File: src/rtl/gpio_irq_pkg.sv
package gpio_irq_pkg;

   // Word index of each register (byte address bits [5:2]).
   typedef enum logic [3:0] {
      W_DOUT  = 4'd0,
      W_DIR   = 4'd1,
      W_PIN   = 4'd2,
      W_IEN   = 4'd3,
      W_IMASK = 4'd4,
      W_ITYPE = 4'd5,
      W_IPOL  = 4'd6,
      W_ISTAT = 4'd7,
      W_IACK  = 4'd8
   } gpio_word_e;

   localparam int WORD_LSB = 2;
   localparam int WORD_MSB = 5;

   // Byte address of a register word.
   function automatic int byte_addr(gpio_word_e w);
      return int'(w) << WORD_LSB;
   endfunction

endpackage

File: src/rtl/gpio_sync_chain.sv
module gpio_sync_chain #(
   parameter int WIDTH  = 6,
   parameter int STAGES = 2
) (
   input  logic             clk,
   input  logic             rst_n,
   input  logic [WIDTH-1:0] d_async,
   output logic [WIDTH-1:0] q_sync
);

   logic [WIDTH-1:0] stage_q [STAGES];

   for (genvar s = 0; s < STAGES; s++) begin : g_stage
      if (s == 0) begin : g_first
         always_ff @(posedge clk or negedge rst_n) begin
            if (!rst_n) stage_q[s] <= '0;
            else        stage_q[s] <= d_async;
         end
      end else begin : g_next
         always_ff @(posedge clk or negedge rst_n) begin
            if (!rst_n) stage_q[s] <= '0;
            else        stage_q[s] <= stage_q[s-1];
         end
      end
   end

   assign q_sync = stage_q[STAGES-1];

endmodule

File: src/rtl/gpio_line_irq.sv
module gpio_line_irq (
   input  logic clk,
   input  logic rst_n,
   input  logic pin_s,
   input  logic edge_mode,
   input  logic pol_high,
   input  logic enable,
   input  logic mask,
   input  logic ack,
   output logic edge_evt,
   output logic latched,
   output logic status
);

   logic pin_prev;
   logic rise, fall;
   logic lvl_active;
   logic raw_pend;

   always_ff @(posedge clk or negedge rst_n) begin
      if (!rst_n) pin_prev <= 1'b0;
      else        pin_prev <= pin_s;
   end

   // Transitions come from the pin history only, so a polarity
   // change on a steady pin cannot look like an edge.
   assign rise       = pin_s & ~pin_prev;
   assign fall       = ~pin_s & pin_prev;
   assign edge_evt   = edge_mode & enable & (pol_high ? rise : fall);
   assign lvl_active = (pin_s == pol_high);

   // A new event beats a clear in the same cycle; level mode drops the latch.
   always_ff @(posedge clk or negedge rst_n) begin
      if (!rst_n) latched <= 1'b0;
      else        latched <= edge_mode & (edge_evt | (latched & ~ack));
   end

   assign raw_pend = edge_mode ? latched : lvl_active;
   assign status   = raw_pend & enable & ~mask;

endmodule

File: src/rtl/gpio_regfile.sv
module gpio_regfile
   import gpio_irq_pkg::*;
#(
   parameter int N_LINES = 6,
   parameter int ADDR_W  = 8,
   parameter int DATA_W  = 32
) (
   input  logic               clk,
   input  logic               rst_n,
   input  logic [ADDR_W-1:0]  reg_addr,
   input  logic               reg_wr,
   input  logic [DATA_W-1:0]  reg_wdata,
   input  logic               reg_rd,
   output logic [DATA_W-1:0]  reg_rdata,
   input  logic [N_LINES-1:0] pin_s,
   input  logic [N_LINES-1:0] irq_status,
   output logic [N_LINES-1:0] cfg_dout,
   output logic [N_LINES-1:0] cfg_dir,
   output logic [N_LINES-1:0] cfg_en,
   output logic [N_LINES-1:0] cfg_mask,
   output logic [N_LINES-1:0] cfg_type,
   output logic [N_LINES-1:0] cfg_pol,
   output logic [N_LINES-1:0] ack_vec
);

   localparam int HI_W = ADDR_W - WORD_MSB - 1;

   logic                   in_window;
   gpio_word_e             word;
   logic [N_LINES-1:0]     wr_bits;
   logic [N_LINES-1:0]     rd_bits;

   assign in_window = (reg_addr[ADDR_W-1:WORD_MSB+1] == HI_W'(0));
   assign word      = gpio_word_e'(reg_addr[WORD_MSB:WORD_LSB]);
   assign wr_bits   = reg_wdata[N_LINES-1:0];

   function automatic logic hit(input logic win, input gpio_word_e w,
                                input gpio_word_e target);
      return win && (w == target);
   endfunction

   always_ff @(posedge clk or negedge rst_n) begin
      if (!rst_n) begin
         cfg_dout <= '0;
         cfg_dir  <= '0;
         cfg_en   <= '0;
         cfg_mask <= '0;
         cfg_type <= '0;
         cfg_pol  <= '0;
      end else if (reg_wr) begin
         if (hit(in_window, word, W_DOUT))  cfg_dout <= wr_bits;
         if (hit(in_window, word, W_DIR))   cfg_dir  <= wr_bits;
         if (hit(in_window, word, W_IEN))   cfg_en   <= wr_bits;
         if (hit(in_window, word, W_IMASK)) cfg_mask <= wr_bits;
         if (hit(in_window, word, W_ITYPE)) cfg_type <= wr_bits;
         if (hit(in_window, word, W_IPOL))  cfg_pol  <= wr_bits;
      end
   end

   assign ack_vec = (reg_wr && hit(in_window, word, W_IACK)) ? wr_bits : '0;

   always_comb begin
      rd_bits = '0;
      if (in_window) begin
         case (word)
            W_DOUT:  rd_bits = cfg_dout;
            W_DIR:   rd_bits = cfg_dir;
            W_PIN:   rd_bits = pin_s;
            W_IEN:   rd_bits = cfg_en;
            W_IMASK: rd_bits = cfg_mask;
            W_ITYPE: rd_bits = cfg_type;
            W_IPOL:  rd_bits = cfg_pol;
            W_ISTAT: rd_bits = irq_status;
            default: rd_bits = '0;
         endcase
      end
   end

   always_ff @(posedge clk or negedge rst_n) begin
      if (!rst_n)      reg_rdata <= '0;
      else if (reg_rd) reg_rdata <= DATA_W'(rd_bits);
   end

endmodule

File: src/rtl/gpio_irq_ctrl.sv
module gpio_irq_ctrl #(
   parameter int N_LINES     = 6,
   parameter int ADDR_W      = 8,
   parameter int DATA_W      = 32,
   parameter int SYNC_STAGES = 2
) (
   input  logic               clk,
   input  logic               rst_n,
   input  logic [ADDR_W-1:0]  reg_addr,
   input  logic               reg_wr,
   input  logic [DATA_W-1:0]  reg_wdata,
   input  logic               reg_rd,
   output logic [DATA_W-1:0]  reg_rdata,
   input  logic [N_LINES-1:0] pad_in,
   output logic [N_LINES-1:0] pad_out,
   output logic [N_LINES-1:0] pad_oe,
   output logic               irq
);

   if (N_LINES < 1 || N_LINES > DATA_W) begin : g_bad_lines
      initial $fatal(1, "gpio_irq_ctrl: N_LINES out of range");
   end
   if (ADDR_W < 7) begin : g_bad_addr
      initial $fatal(1, "gpio_irq_ctrl: ADDR_W must be at least 7");
   end
   if (SYNC_STAGES < 2) begin : g_bad_sync
      initial $fatal(1, "gpio_irq_ctrl: SYNC_STAGES must be at least 2");
   end

   logic [N_LINES-1:0] pin_s;
   logic [N_LINES-1:0] cfg_dout, cfg_dir, cfg_en, cfg_mask, cfg_type, cfg_pol;
   logic [N_LINES-1:0] ack_vec;
   logic [N_LINES-1:0] line_evt, line_latch, line_status;

   gpio_sync_chain #(
      .WIDTH  (N_LINES),
      .STAGES (SYNC_STAGES)
   ) i_sync (
      .clk     (clk),
      .rst_n   (rst_n),
      .d_async (pad_in),
      .q_sync  (pin_s)
   );

   gpio_regfile #(
      .N_LINES (N_LINES),
      .ADDR_W  (ADDR_W),
      .DATA_W  (DATA_W)
   ) i_regs (
      .clk        (clk),
      .rst_n      (rst_n),
      .reg_addr   (reg_addr),
      .reg_wr     (reg_wr),
      .reg_wdata  (reg_wdata),
      .reg_rd     (reg_rd),
      .reg_rdata  (reg_rdata),
      .pin_s      (pin_s),
      .irq_status (line_status),
      .cfg_dout   (cfg_dout),
      .cfg_dir    (cfg_dir),
      .cfg_en     (cfg_en),
      .cfg_mask   (cfg_mask),
      .cfg_type   (cfg_type),
      .cfg_pol    (cfg_pol),
      .ack_vec    (ack_vec)
   );

   for (genvar i = 0; i < N_LINES; i++) begin : g_line
      gpio_line_irq i_line (
         .clk       (clk),
         .rst_n     (rst_n),
         .pin_s     (pin_s[i]),
         .edge_mode (cfg_type[i]),
         .pol_high  (cfg_pol[i]),
         .enable    (cfg_en[i]),
         .mask      (cfg_mask[i]),
         .ack       (ack_vec[i]),
         .edge_evt  (line_evt[i]),
         .latched   (line_latch[i]),
         .status    (line_status[i])
      );
   end

   assign pad_out = cfg_dout;
   assign pad_oe  = cfg_dir;
   assign irq     = |line_status;

endmodule

File: config.mk
export PLATFORM = sky130hd
export DESIGN_NAME = gpio_irq_ctrl
export DESIGN_NICKNAME = d
export VERILOG_FILES = /design/src/rtl/gpio_irq_pkg.sv /design/src/rtl/gpio_sync_chain.sv /design/src/rtl/gpio_line_irq.sv /design/src/rtl/gpio_regfile.sv /design/src/rtl/gpio_irq_ctrl.sv
export SDC_FILE = /design/constraint.sdc
export NUM_CORES = 1
export LEC_CHECK = 0
export BUFFER_PORTS_ARGS = -buffer_cell sky130_fd_sc_hd__buf_2
export CAP_MARGIN = 5
export CORE_MARGIN = 10
export CORE_UTILIZATION = 30
export DETAILED_ROUTE_END_ITERATION = 10
export PLACE_DENSITY = 0.54
export SLEW_MARGIN = 20
export SYNTH_ARGS = -nofsm -noshare
export SYNTH_HDL_FRONTEND = slang
export SYNTH_SLANG_ARGS = --single-unit
File: constraint.sdc
create_clock -name clk -period 1.6 [get_ports clk]
set_input_delay 0.32 -clock clk [delete_from_list [all_inputs] [get_ports clk]]
set_output_delay 0.32 -clock clk [all_outputs]
set_load 0.01 [all_outputs]
== Word level (Yosys, flattened, before mapping) ==
Cells that the tools add are included.

* Register bits after elaboration: 66
* Latch bits: 0
* Bits in writable memories: 0
* Bits in read-only memories: 0
* Input bits: 50
* Output and inout port bits: 45
* Logic and storage cells: 145
* Memories: 0

* $add $sub $neg: 0
* Multipliers: 0
* Div/mod/pow operators: 0
* Magnitude comparators: 0
* Equality and inequality tests: 14
* Shift operators: 0
* Multiplexer cells: 15
* Bitwise logic cells: 78
* Reductions and logical operators: 17

{| class="wikitable"
|+ Operator list
! cell !! number
|-
| AND 1 bit || 48
|-
| case mux 6 bit (8 select lines) || 1
|-
| NOT 1 bit || 24
|-
| equality test 4 x 3 -> 1 bit (second input constant) || 4
|-
| two-way mux 1 bit || 12
|-
| two-way mux 6 bit || 2
|-
| AND reduction 2 bit || 6
|-
| equality test 4 x 2 -> 1 bit (second input constant) || 2
|-
| logical AND 1 bit || 8
|-
| equality test 1 bit || 6
|-
| bitwise OR 1 bit || 6
|-
| OR reduction 6 bit || 1
|-
| equality test 4 x 1 -> 1 bit (second input constant) || 1
|-
| equality test 4 bit (second input constant) || 1
|-
| logical NOT 4 bit || 1
|-
| logical NOT 2 bit || 1
|}

== Depth between registers and ports, before layout ==
Gate-level depths: netlist of the first run.

* Word-level depth: 8
* Gate-level depth with buffers: 6
* Mapped depth without buffers: 4

== Hierarchy ==
A second synthesis of the first run with hierarchy kept.

* Cell total of the unflattened synthesis: 282
* Area total of the unflattened synthesis: 3337.0 um^2

{| class="wikitable"
|+ Modules (own cells, without submodules)
! module !! instances !! cells an instance !! area an instance (um^2) !! seq. area each (um^2)
|-
| gpio_regfile || 1 || 189 || 2257.2 || 1051.0
|-
| gpio_line_irq || 6 || 12 || 120.1 || 50.0
|-
| gpio_sync_chain || 1 || 18 || 345.3 || 300.3
|-
| gpio_irq_ctrl || 1 || 3 || 13.8 || 0.0
|}

== Worst setup path after synthesis of the first run ==
No wires, ideal clock.

* Kind: input to register
* Start point: in reg_addr[7]
* End point: reg i_regs.cfg_dout[0]
* Library setup time: 0.125 ns
* Arrival: 1.676 ns
* Required time: 1.475 ns
* Slack: -0.201 ns
* Stages: 4
* Buffers on the path: 0
* Cells stage by stage: or3b_4 > or3_4 > nor3_4 > mux2_2

* Cells in the longest elaborated chain, start to end: 3

{| class="wikitable"
|+ RTL lines
! element !! RTL line !! source
|-
| start: declaration || gpio_irq_ctrl.sv:9 || <nowiki>input logic [ADDR_W-1:0] reg_addr,</nowiki>
|-
| logical NOT 2 bit || gpio_regfile.sv:33 || <nowiki>assign in_window = (reg_addr[ADDR_W-1:WORD_MSB+1] == HI_W'(0));</nowiki>
|-
| logical AND 1 bit || gpio_regfile.sv:39 || <nowiki>return win && (w == target);</nowiki>
|-
| AND reduction 2 bit (no line) || - ||
|-
| end signal: assignment || gpio_regfile.sv:51 || <nowiki>if (hit(in_window, word, W_DOUT)) cfg_dout <= wr_bits;</nowiki>
|-
| end: declaration || gpio_regfile.sv:17 || <nowiki>output logic [N_LINES-1:0] cfg_dout,</nowiki>
|}

Every way passes these cells.
A chain may end at the register's enable or synchronous reset.

== Final worst setup path of the first run ==
* Start point: reg i_regs.cfg_pol[5]
* End point: out irq

* Cells in the longest elaborated chain, start to end: 5

{| class="wikitable"
|+ RTL lines
! element !! RTL line !! source
|-
| start: declaration || gpio_regfile.sv:22 || <nowiki>output logic [N_LINES-1:0] cfg_pol,</nowiki>
|-
| start signal: assignment || gpio_regfile.sv:56 || <nowiki>if (hit(in_window, word, W_IPOL)) cfg_pol <= wr_bits;</nowiki>
|-
| equality test 1 bit || gpio_line_irq.sv:30 || <nowiki>assign lvl_active = (pin_s == pol_high);</nowiki>
|-
| two-way mux 1 bit || gpio_line_irq.sv:38 || <nowiki>assign raw_pend = edge_mode ? latched : lvl_active;</nowiki>
|-
| AND 1 bit (2 in series) || gpio_line_irq.sv:39 || <nowiki>assign status = raw_pend & enable & ~mask;</nowiki>
|-
| OR reduction 6 bit || gpio_irq_ctrl.sv:86 || <nowiki>assign irq = |line_status;</nowiki>
|-
| end: declaration || gpio_irq_ctrl.sv:17 || <nowiki>output logic irq</nowiki>
|}

Every way passes these cells.

==> flow_summary.toml, run 1 <==
[status]
status = "complete, but fails checks"
violations = "hold timing, setup timing"

[critical_path]
cp.arrival_ps = 1640
worstPathRequired_ps = 1280
worst-r2r-setup-slack_ps = 180
worstSetupEndpointType = "output port"
crit_family = "flip-flops"
cp_cell_sequence = "xor2_1, o41ai_1, buf_4, nor4_4, nand2_1, buf_2"
cp-start-kind = "flip-flop"
crit_slowest_cell = "dfrtp_1"
path_max_fanout = 2
worstSetupPathType = "reg2out"
cpPeakStageDelay_ps = 390
critical_path_buf_inv_count = 2

[power]
leakage_nw = 2.144
p_int_w = 0.003062
clock_power_share_pct = 33.9
swShare_pct = 26.48
switchingPower_w = 0.001103
vdd_drop_max_uv = 527.4
p_comb_share_pct = 19.4
power_density_mw_per_mm2 = 962.9
p_total_w = 0.004165
p_seq_share_pct = 46.7

[flow_run]
maxCapViolCount = 0

[cts]
htree_levels = 3
cts_buffers = 9
cts-root-buf = "clkbuf_8"
path_clk_slew_ps = 70
worstSkewPairLatency_ps = 340
cts_tree = "yes"
cts.sinks = 66
cts_max_path_buffers = 2
postCtsHoldBufs = 0

[placed_design]
dp_slack_ps = -397.8
place_inst = 509
dpl_cell_area_mm2 = 0.004038
hpwlAfterDp_um = 6514
io_buffers = 40
gp_congestion = 0.8539

[grt]
grt-ovfl-total = 0
grt_first_pass_wirelength_um = 13990
grt_max_degree = 67
grt_antenna_before_repair = 0
grt_pass1_vias = 2548
grt_usage_pct = 11.84

[synth]
async_flop_share_pct = 100.0
yosysMostFrequentCell = "dfrtp_1"
synthCells = 277
synth.distinct_cells = 36
post_synth_instance_area_mm2 = 0.003248
ys_seq_area_share_pct = 50.85
synthTopCellsByArea = "dfrtp_1, mux2_2, buf_4, nand2_1, a22o_1"
synth_seq_cells = 66
synth_edf_count = 0
synth-main-ff-cell = "dfrtp_1"
synth_warnings = 0
netlist_top_cells_count = "dfrtp_1, mux2_2, buf_4, nand2_1"
avgSynthCellArea_um2 = 11.73
yosys.area.top_type = "dfrtp_1"
yosysTopAreaCellShare_pct = 50.85

[routing]
route.detailed.drc = 0
drt_wl_total_um = 8951
via_per_inst = 4.736
first_iter_violations = 178
drtAntennaViolNets = 0
vias = 2491
firstDrtPassIters = 4
wl_per_cell_um = 17.02

[sta]
tightest_slew_ps = 899.2
setup_violations = 5
fmax_ghz = 0.5101
fin_ws_ps = -360.2
fin_crit_ps = 1960
rsz0062_at_grt = "true"
slew_headroom_pct = 39.93
final_max_slew_viol_count = 0
fin_skew_ps = 3.968
finalHoldViolCount = 13
whs_ps = -11.25
finalCritPeriodShare_pct = 122.5

[floorplanning]
die-area_mm2 = 0.01539
die_w_um = 124.1
std_cell_rows = 37
io_pins = 95
dieHeight_um = 124.1
start_util_pct = 31.18
design.core.area_mm2 = 0.01042

[final_layout]
syn_to_final_growth_pct = 33.17
fin_cells = 526
register_area_mm2 = 0.001652
multi_input_area_mm2 = 0.001528
insertedDiodeCount = 0
layout-drive-gt1-share_pct = 45.13
nets = 435
design_area_mm2 = 0.004325
fillCellCount = 994

[min_path]
hp-class = "in2async"
## power by group through the flow
stage,combinational [W],clock (W),sequential (W)
2_1_floorplan,0.000388,0,0.00199
3_3_place_gp,0.000765,0,0.00197
3_5_place_dp,0.000777,0,0.00197
4_1_cts,0.000800,0.00146,0.00194
5_1_grt,0.000886,0.00154,0.00197
6_report,0.000806,0.00141,0.00195
## cell type report
class / instances / area share [%]
clock buffer: 14 / 3.760
sequential: 66 / 38.18
inverter: 8 / 0.6942
multi-input combinational: 195 / 35.32
tap: 136 / 3.934
timing repair buffer: 105 / 17.30
clock inverter: 2 / 0.8100
## cells in the final DEF, fill, tap and decap left out, types with 10 or more instances in the layout
cell type  instances
mux2_2            24
buf_2             38
a22o_1            10
nand2_1           26
clkbuf_8          11
conb_1            26
mux2_4            17
dfrtp_1           66
nor2_1            10
buf_4             57
## path summary, 6_finish.rpt
path,from,to,cells after the start
worst max-delay path,i_regs.cfg_pol[5]$_DFFE_PN0P_,irq,6
min in group clk,pad_in[2],i_sync.stage_q[8]$_DFF_PN0_,1
max in group asynchronous,rst_n,i_regs.cfg_dir[4]$_DFFE_PN0P_,2
worst min register to register,i_sync.stage_q[6]$_DFF_PN0_,i_sync.q_sync[0]$_DFF_PN0_,0
worst max register to register,i_regs.cfg_pol[4]$_DFFE_PN0P_,i_regs.reg_rdata[4]$_DFFE_PN0P_,4
worst min-delay path,rst_n,i_sync.stage_q[8]$_DFF_PN0_,2
## registers in the layout, summed over array words and instances (netlist names)
register	flops
i_regs.cfg_dout	6
i_regs.cfg_dir	6
i_sync.stage_q	6
i_regs.reg_rdata	6
i_regs.cfg_en	6
i_regs.cfg_pol	6
i_sync.q_sync	6
i_regs.cfg_mask	6
g_line.i_line.pin_prev	6
i_regs.cfg_type	6
g_line.i_line.latched	6
## metrics by stage
stage | util, % | setup TNS (ps)
final | 41.53 | -454.8
after detailed placement | 38.76 | -12300
after CTS | 41.23 | -423.4
after floorplan | - | -2781
after global routing | 41.53 | -701.7
after global placement | 38.76 | -11830
## repair_timing
| item | CTS | global route |
|---|---|---|
| pin swaps | 3 | 2 |
| buffers inserted | 1 | 0 |
| resized for setup | 11 | 7 |
| setup endpoints to repair | 8 | 14 |
## routing by layer
metal / track usage, % / up-vias / share of wire (%)
met5: 0 / - / 0
met4: 2.950 / 0 / 0.57
li1: - / 1180 / -
met2: 16.67 / 88 / 41
met1: 16.79 / 1218 / 48
met3: 4.208 / 5 / 10
## kinds of logic after synthesis
logic type      share of synthesized area (%)
compound gates                          10.94
xor+xnor                                1.618
buf+inv                                 7.743
flops                                   50.85
mux                                     16.45
other cells                            0.1155
simple gates                            12.29
No activity file was read; power rests on OpenSTA's default activity.
==> run 2, diff against run 1 <==
- clock period: 1.6 -> 2.44 ns (I/O delays scaled with it)
==> flow_summary.toml, run 2 (synthesis gave the netlist of run 1 again) <==
[routing]
drt_wl_total_um = 8226
first_iter_violations = 106
wl_per_cell_um = 17.43
firstDrtPassIters = 4
vias = 2301
drtAntennaViolNets = 0
via_per_inst = 4.875
route.detailed.drc = 0

[sta]
final_max_slew_viol_count = 0
fin_skew_ps = 7.189
rsz0062_at_grt = "false"
tightest_slew_ps = 649.8
slew_headroom_pct = 56.12
setup_violations = 0
whs_ps = 140.0
fin_tns_setup_ps = 0
fmax_ghz = 0.4224
fin_crit_ps = 2367
finalHoldViolCount = 0
finalCritPeriodShare_pct = 97.01

[final_layout]
final_cell_mix = "dfrtp_1, mux2_2, buf_2"
nets = 382
mostFrequentLayoutCell = "dfrtp_1"
layout-drive-gt1-share_pct = 36.31
insertedDiodeCount = 0
syn_to_final_growth_pct = 16.91

[power]
p_comb_share_pct = 13.7
leakage_nw = 1.823
power_density_mw_per_mm2 = 686.9
clock_power_share_pct = 36.7
p_int_w = 0.001912
p_seq_share_pct = 49.6
p_total_w = 0.002608
vdd_drop_max_uv = 293.0
switchingPower_w = 0.0006958
swShare_pct = 26.68

[critical_path]
reg2reg_to = "i_regs.reg_rdata[2]$_DFFE_PN0P_"
path_max_fanout = 5
cp.depth = 5
worstPathRequired_ps = 1950
worst-r2r-setup-slack_ps = 920
critical_path_buf_inv_count = 1
crit_slowest_cell = "o41ai_1"
worstSetupPathType = "reg2out"
crit_path_start = "i_regs.cfg_pol[2]$_DFFE_PN0P_"
crit_family = "compound AO/OA/AOI/OAI gates"
cp-start-kind = "flip-flop"
crit_end = "irq"
worstSetupEndpointType = "output port"
reg2reg_from = "i_regs.cfg_pol[2]$_DFFE_PN0P_"
reg2reg_depth = 4
cp_cell_sequence = "xor2_1, o41ai_1, nor4_1, nand2_1, buf_2"
cp.arrival_ps = 1880
cpPeakStageDelay_ps = 550

[cts]
cts_tree = "yes"
cts_buffers = 9
cts_setup_buffers = 0
path_clk_slew_ps = 70
htree_levels = 3
cts_max_path_buffers = 2
postCtsHoldBufs = 0
worstSkewPairLatency_ps = 340
post_cts_resized = 0
cts.sinks = 66
cts-root-buf = "clkbuf_8"

[status]
status = "complete, no violations"

[min_path]
hp-class = "in2async"

[floorplanning]
dieHeight_um = 124.1
start_util_pct = 31.18
die_w_um = 124.1
design.core.area_mm2 = 0.01042
die-area_mm2 = 0.01539
io_pins = 95
std_cell_rows = 37

[placed_design]
hpwlAfterDp_um = 5828
gp_congestion = 0.7898
io_buffers = 40

[grt]
grt-ovfl-total = 0
grt_usage_pct = 10.91
grt_antenna_before_repair = 0
grt_max_degree = 45
grt_pass1_vias = 2236
grt_first_pass_wirelength_um = 12810

[flow_run]
maxCapViolCount = 0
-- run 2: routing by layer --
metal / vias up / part of all wire [%] / GRT usage, %
met5: - / 0 / 0
met4: 0 / 1.8 / 4.892
met3: 14 / 9.6 / 2.760
met2: 94 / 43 / 15.28
met1: 1122 / 46 / 15.40
li1: 1071 / - / -
-- run 2: worst min-delay path by stage --
stage / from / end / slack [ps] / cells past startpoint
after global routing: rst_n / i_sync.stage_q[9]$_DFF_PN0_ / 180 / 1
after CTS: rst_n / i_sync.stage_q[9]$_DFF_PN0_ / 150 / 1
after floorplan: rst_n / g_line[0].i_line.latched$_DFF_PN0_ / 190 / 0
final: rst_n / i_sync.stage_q[9]$_DFF_PN0_ / 140 / 1
after global placement: i_sync.stage_q[6]$_DFF_PN0_ / i_sync.q_sync[0]$_DFF_PN0_ / 330 / 0
after detailed placement: i_sync.stage_q[10]$_DFF_PN0_ / i_sync.q_sync[4]$_DFF_PN0_ / 330 / 0
-- run 2: through the flow --
stage               setup slack, ps  instances  instance area, um2  util [%]
finish                        72.85        472                3797     36.46
global placement              218.0        457                3593     34.50
detailed placement            224.1        457                3593     34.50
global route                  7.204        472                3797     36.46
CTS                           92.78        472                3797     36.46
floorplan                     470.9        302                3342         -
-- run 2: power groups by stage --
stage                     sequential, W  clock [W]  combinational (W)
after floorplan                 0.00130          0           0.000241
after global placement          0.00131          0           0.000356
after detailed placement        0.00132          0           0.000361
after CTS                       0.00130   0.000993           0.000363
after global routing            0.00131    0.00105           0.000397
final                           0.00129   0.000958           0.000357
-- run 2: area by class of cell --
| cell class | instances | area, um2 |
|---|---|---|
| flip-flops and latches | 66 | 1652 |
| clock buffers | 13 | 168.9 |
| repair buffers | 52 | 302.8 |
| fillers | 1071 | 6619 |
| multi-input cells | 195 | 1439 |
| well taps | 136 | 170.2 |
| clock inverters | 2 | 35.03 |
| inverters | 8 | 30.03 |
==> run 3, diff against run 2 <==
==> constraint.sdc (replaced) <==
create_clock -name clk -period 2.44 [get_ports clk]
set_input_delay 0.244 -clock clk [delete_from_list [all_inputs] [get_ports clk]]
set_output_delay 0.244 -clock clk [all_outputs]
set_load 0.01 [all_outputs]
==> flow_summary.toml, run 3 (synthesis gave the netlist of run 1 again) <==
[routing]
vias = 2324
first_iter_violations = 150
via_per_inst = 4.934
route.detailed.drc = 0
firstDrtPassIters = 4
drtAntennaViolNets = 0
drt_wl_total_um = 8187
wl_per_cell_um = 17.38

[final_layout]
nets = 380
syn_to_final_growth_pct = 16.33
final_cell_mix = "dfrtp_1, mux2_2, buf_2"
insertedDiodeCount = 0
layout-drive-gt1-share_pct = 33.73
mostFrequentLayoutCell = "dfrtp_1"
fin_cells = 471

[sta]
finalHoldViolCount = 0
fin_skew_ps = 9.365
slew_headroom_pct = 55.29
rsz0062_at_grt = "false"
fmax_ghz = 0.4777
fin_tns_setup_ps = 0
fin_crit_ps = 2093
finalCritPeriodShare_pct = 85.79
final_max_slew_viol_count = 0
setup_violations = 0
fin_ws_ps = 346.6
tightest_slew_ps = 662.0

[power]
clock_power_share_pct = 34.3
switchingPower_w = 0.0007044
swShare_pct = 27.94
p_seq_share_pct = 51.4
power_density_mw_per_mm2 = 667.2
p_int_w = 0.001817
p_comb_share_pct = 14.3
leakage_nw = 1.801
vdd_drop_max_uv = 260.7

[cts]
post_cts_resized = 0
cts_max_path_buffers = 2
cts.sinks = 66
cts_buffers = 9
worstSkewPairLatency_ps = 340
cts_tree = "yes"
cts_setup_buffers = 0
path_clk_slew_ps = 70
htree_levels = 3
cts-root-buf = "clkbuf_8"

[critical_path]
path_max_fanout = 5
reg2reg_from = "i_regs.cfg_pol[1]$_DFFE_PN0P_"
cp_cell_sequence = "xor2_1, o41ai_1, a21oi_1, nand2_1, buf_2"
crit_slowest_cell = "o41ai_1"
worstSetupEndpointType = "output port"
cpPeakStageDelay_ps = 560
reg2reg_depth = 4
worstPathRequired_ps = 2200
crit_path_start = "i_regs.cfg_pol[1]$_DFFE_PN0P_"
cp-start-kind = "flip-flop"
worstSetupPathType = "reg2out"
cp.arrival_ps = 1850

[flow_run]
maxCapViolCount = 0

[placed_design]
hpwlAfterDp_um = 5795
io_buffers = 40
gp_congestion = 0.7955
place_inst = 448
dp_slack_ps = 354.2

[floorplanning]
die_w_um = 124.1
io_pins = 95
dieHeight_um = 124.1
die-area_mm2 = 0.01539
std_cell_rows = 37
start_util_pct = 31.18
design.core.area_mm2 = 0.01042

[status]
status = "complete, no violations"

[grt]
grt_first_pass_wirelength_um = 12620
grt_pass1_vias = 2216
grt_antenna_before_repair = 0
grt-ovfl-total = 0
grt_max_degree = 45
grt_usage_pct = 10.82

[min_path]
hp-start = "reg_rd"
hold_depth = 2
hp-class = "in2reg"
==> run 3: cell count changes in the layout (fill, tap and decap cells not counted) <==
cell           change
buf_4              -9
dlygate4sd3_1      +7
bufinv_16          -1
clkbuf_1           +1
clkinv_2           +1
==> run 3: timing repair <==
item / in CTS / in global routing
endpoints found under the setup margin: 0 / 0
hold buffers: 7 / 0
hold endpoints to repair: 28 / 0
==> run 3: power by group through the flow <==
stage	Combinational, W	Clock [W]	Sequential [W]
2_1_floorplan	0.000241	0	0.00130
3_3_place_gp	0.000351	0	0.00131
3_5_place_dp	0.000356	0	0.00132
4_1_cts	0.000365	0.000894	0.00130
5_1_grt	0.000402	0.000954	0.00131
6_report	0.000361	0.000865	0.00130
==> run 3: stage by stage <==
step	utilization, %	total power (W)	instance area, um2	hold slack (ps)
3_3_place_gp	33.85	0.001662	3526	264.2
2_1_floorplan	-	0.001543	3342	-51.59
4_1_cts	36.28	0.002554	3779	150.8
6_report	36.28	0.002521	3779	166.0
3_5_place_dp	33.85	0.001672	3526	273.1
5_1_grt	36.28	0.002669	3779	156.9
==> run 3: area by class of cell <==
cell class | count | area (um2)
Fill cell | 1064 | 6638
Sequential cell | 66 | 1652
Multi-Input combinational cell | 195 | 1439
Timing Repair Buffer | 50 | 305.3
Clock buffer | 14 | 172.7
Tap cell | 136 | 170.2
Inverter | 8 | 30.03
Clock inverter | 2 | 10.01
==> run 3: worst paths after layout <==
kind                                                  endpoint  slack (ps)
hold reg to reg                     i_sync.q_sync[0]$_DFF_PN0_         350
hold / removal                 i_regs.reg_rdata[4]$_DFFE_PN0P_         170
setup / recovery                                           irq         350
max in group asynchronous        i_regs.cfg_pol[5]$_DFFE_PN0P_        1370
setup reg to reg               i_regs.reg_rdata[1]$_DFFE_PN0P_         920
min in group asynchronous  g_line[3].i_line.pin_prev$_DFF_PN0_         430
==> run 3: worst max-delay path, delay by kind of cell, from the launching register on <==
family,cells,cell delay (ps)
xor+xnor,1,180
compound gates,2,640
simple gates,1,110
buf+inv,1,140
flops,1,440
==> run 3: layer usage <==
metal,track usage (%),part of all wire (%)
met4,3.453,1.1
met5,0,0
met1,14.88,45
met2,15.51,44
met3,3.756,10
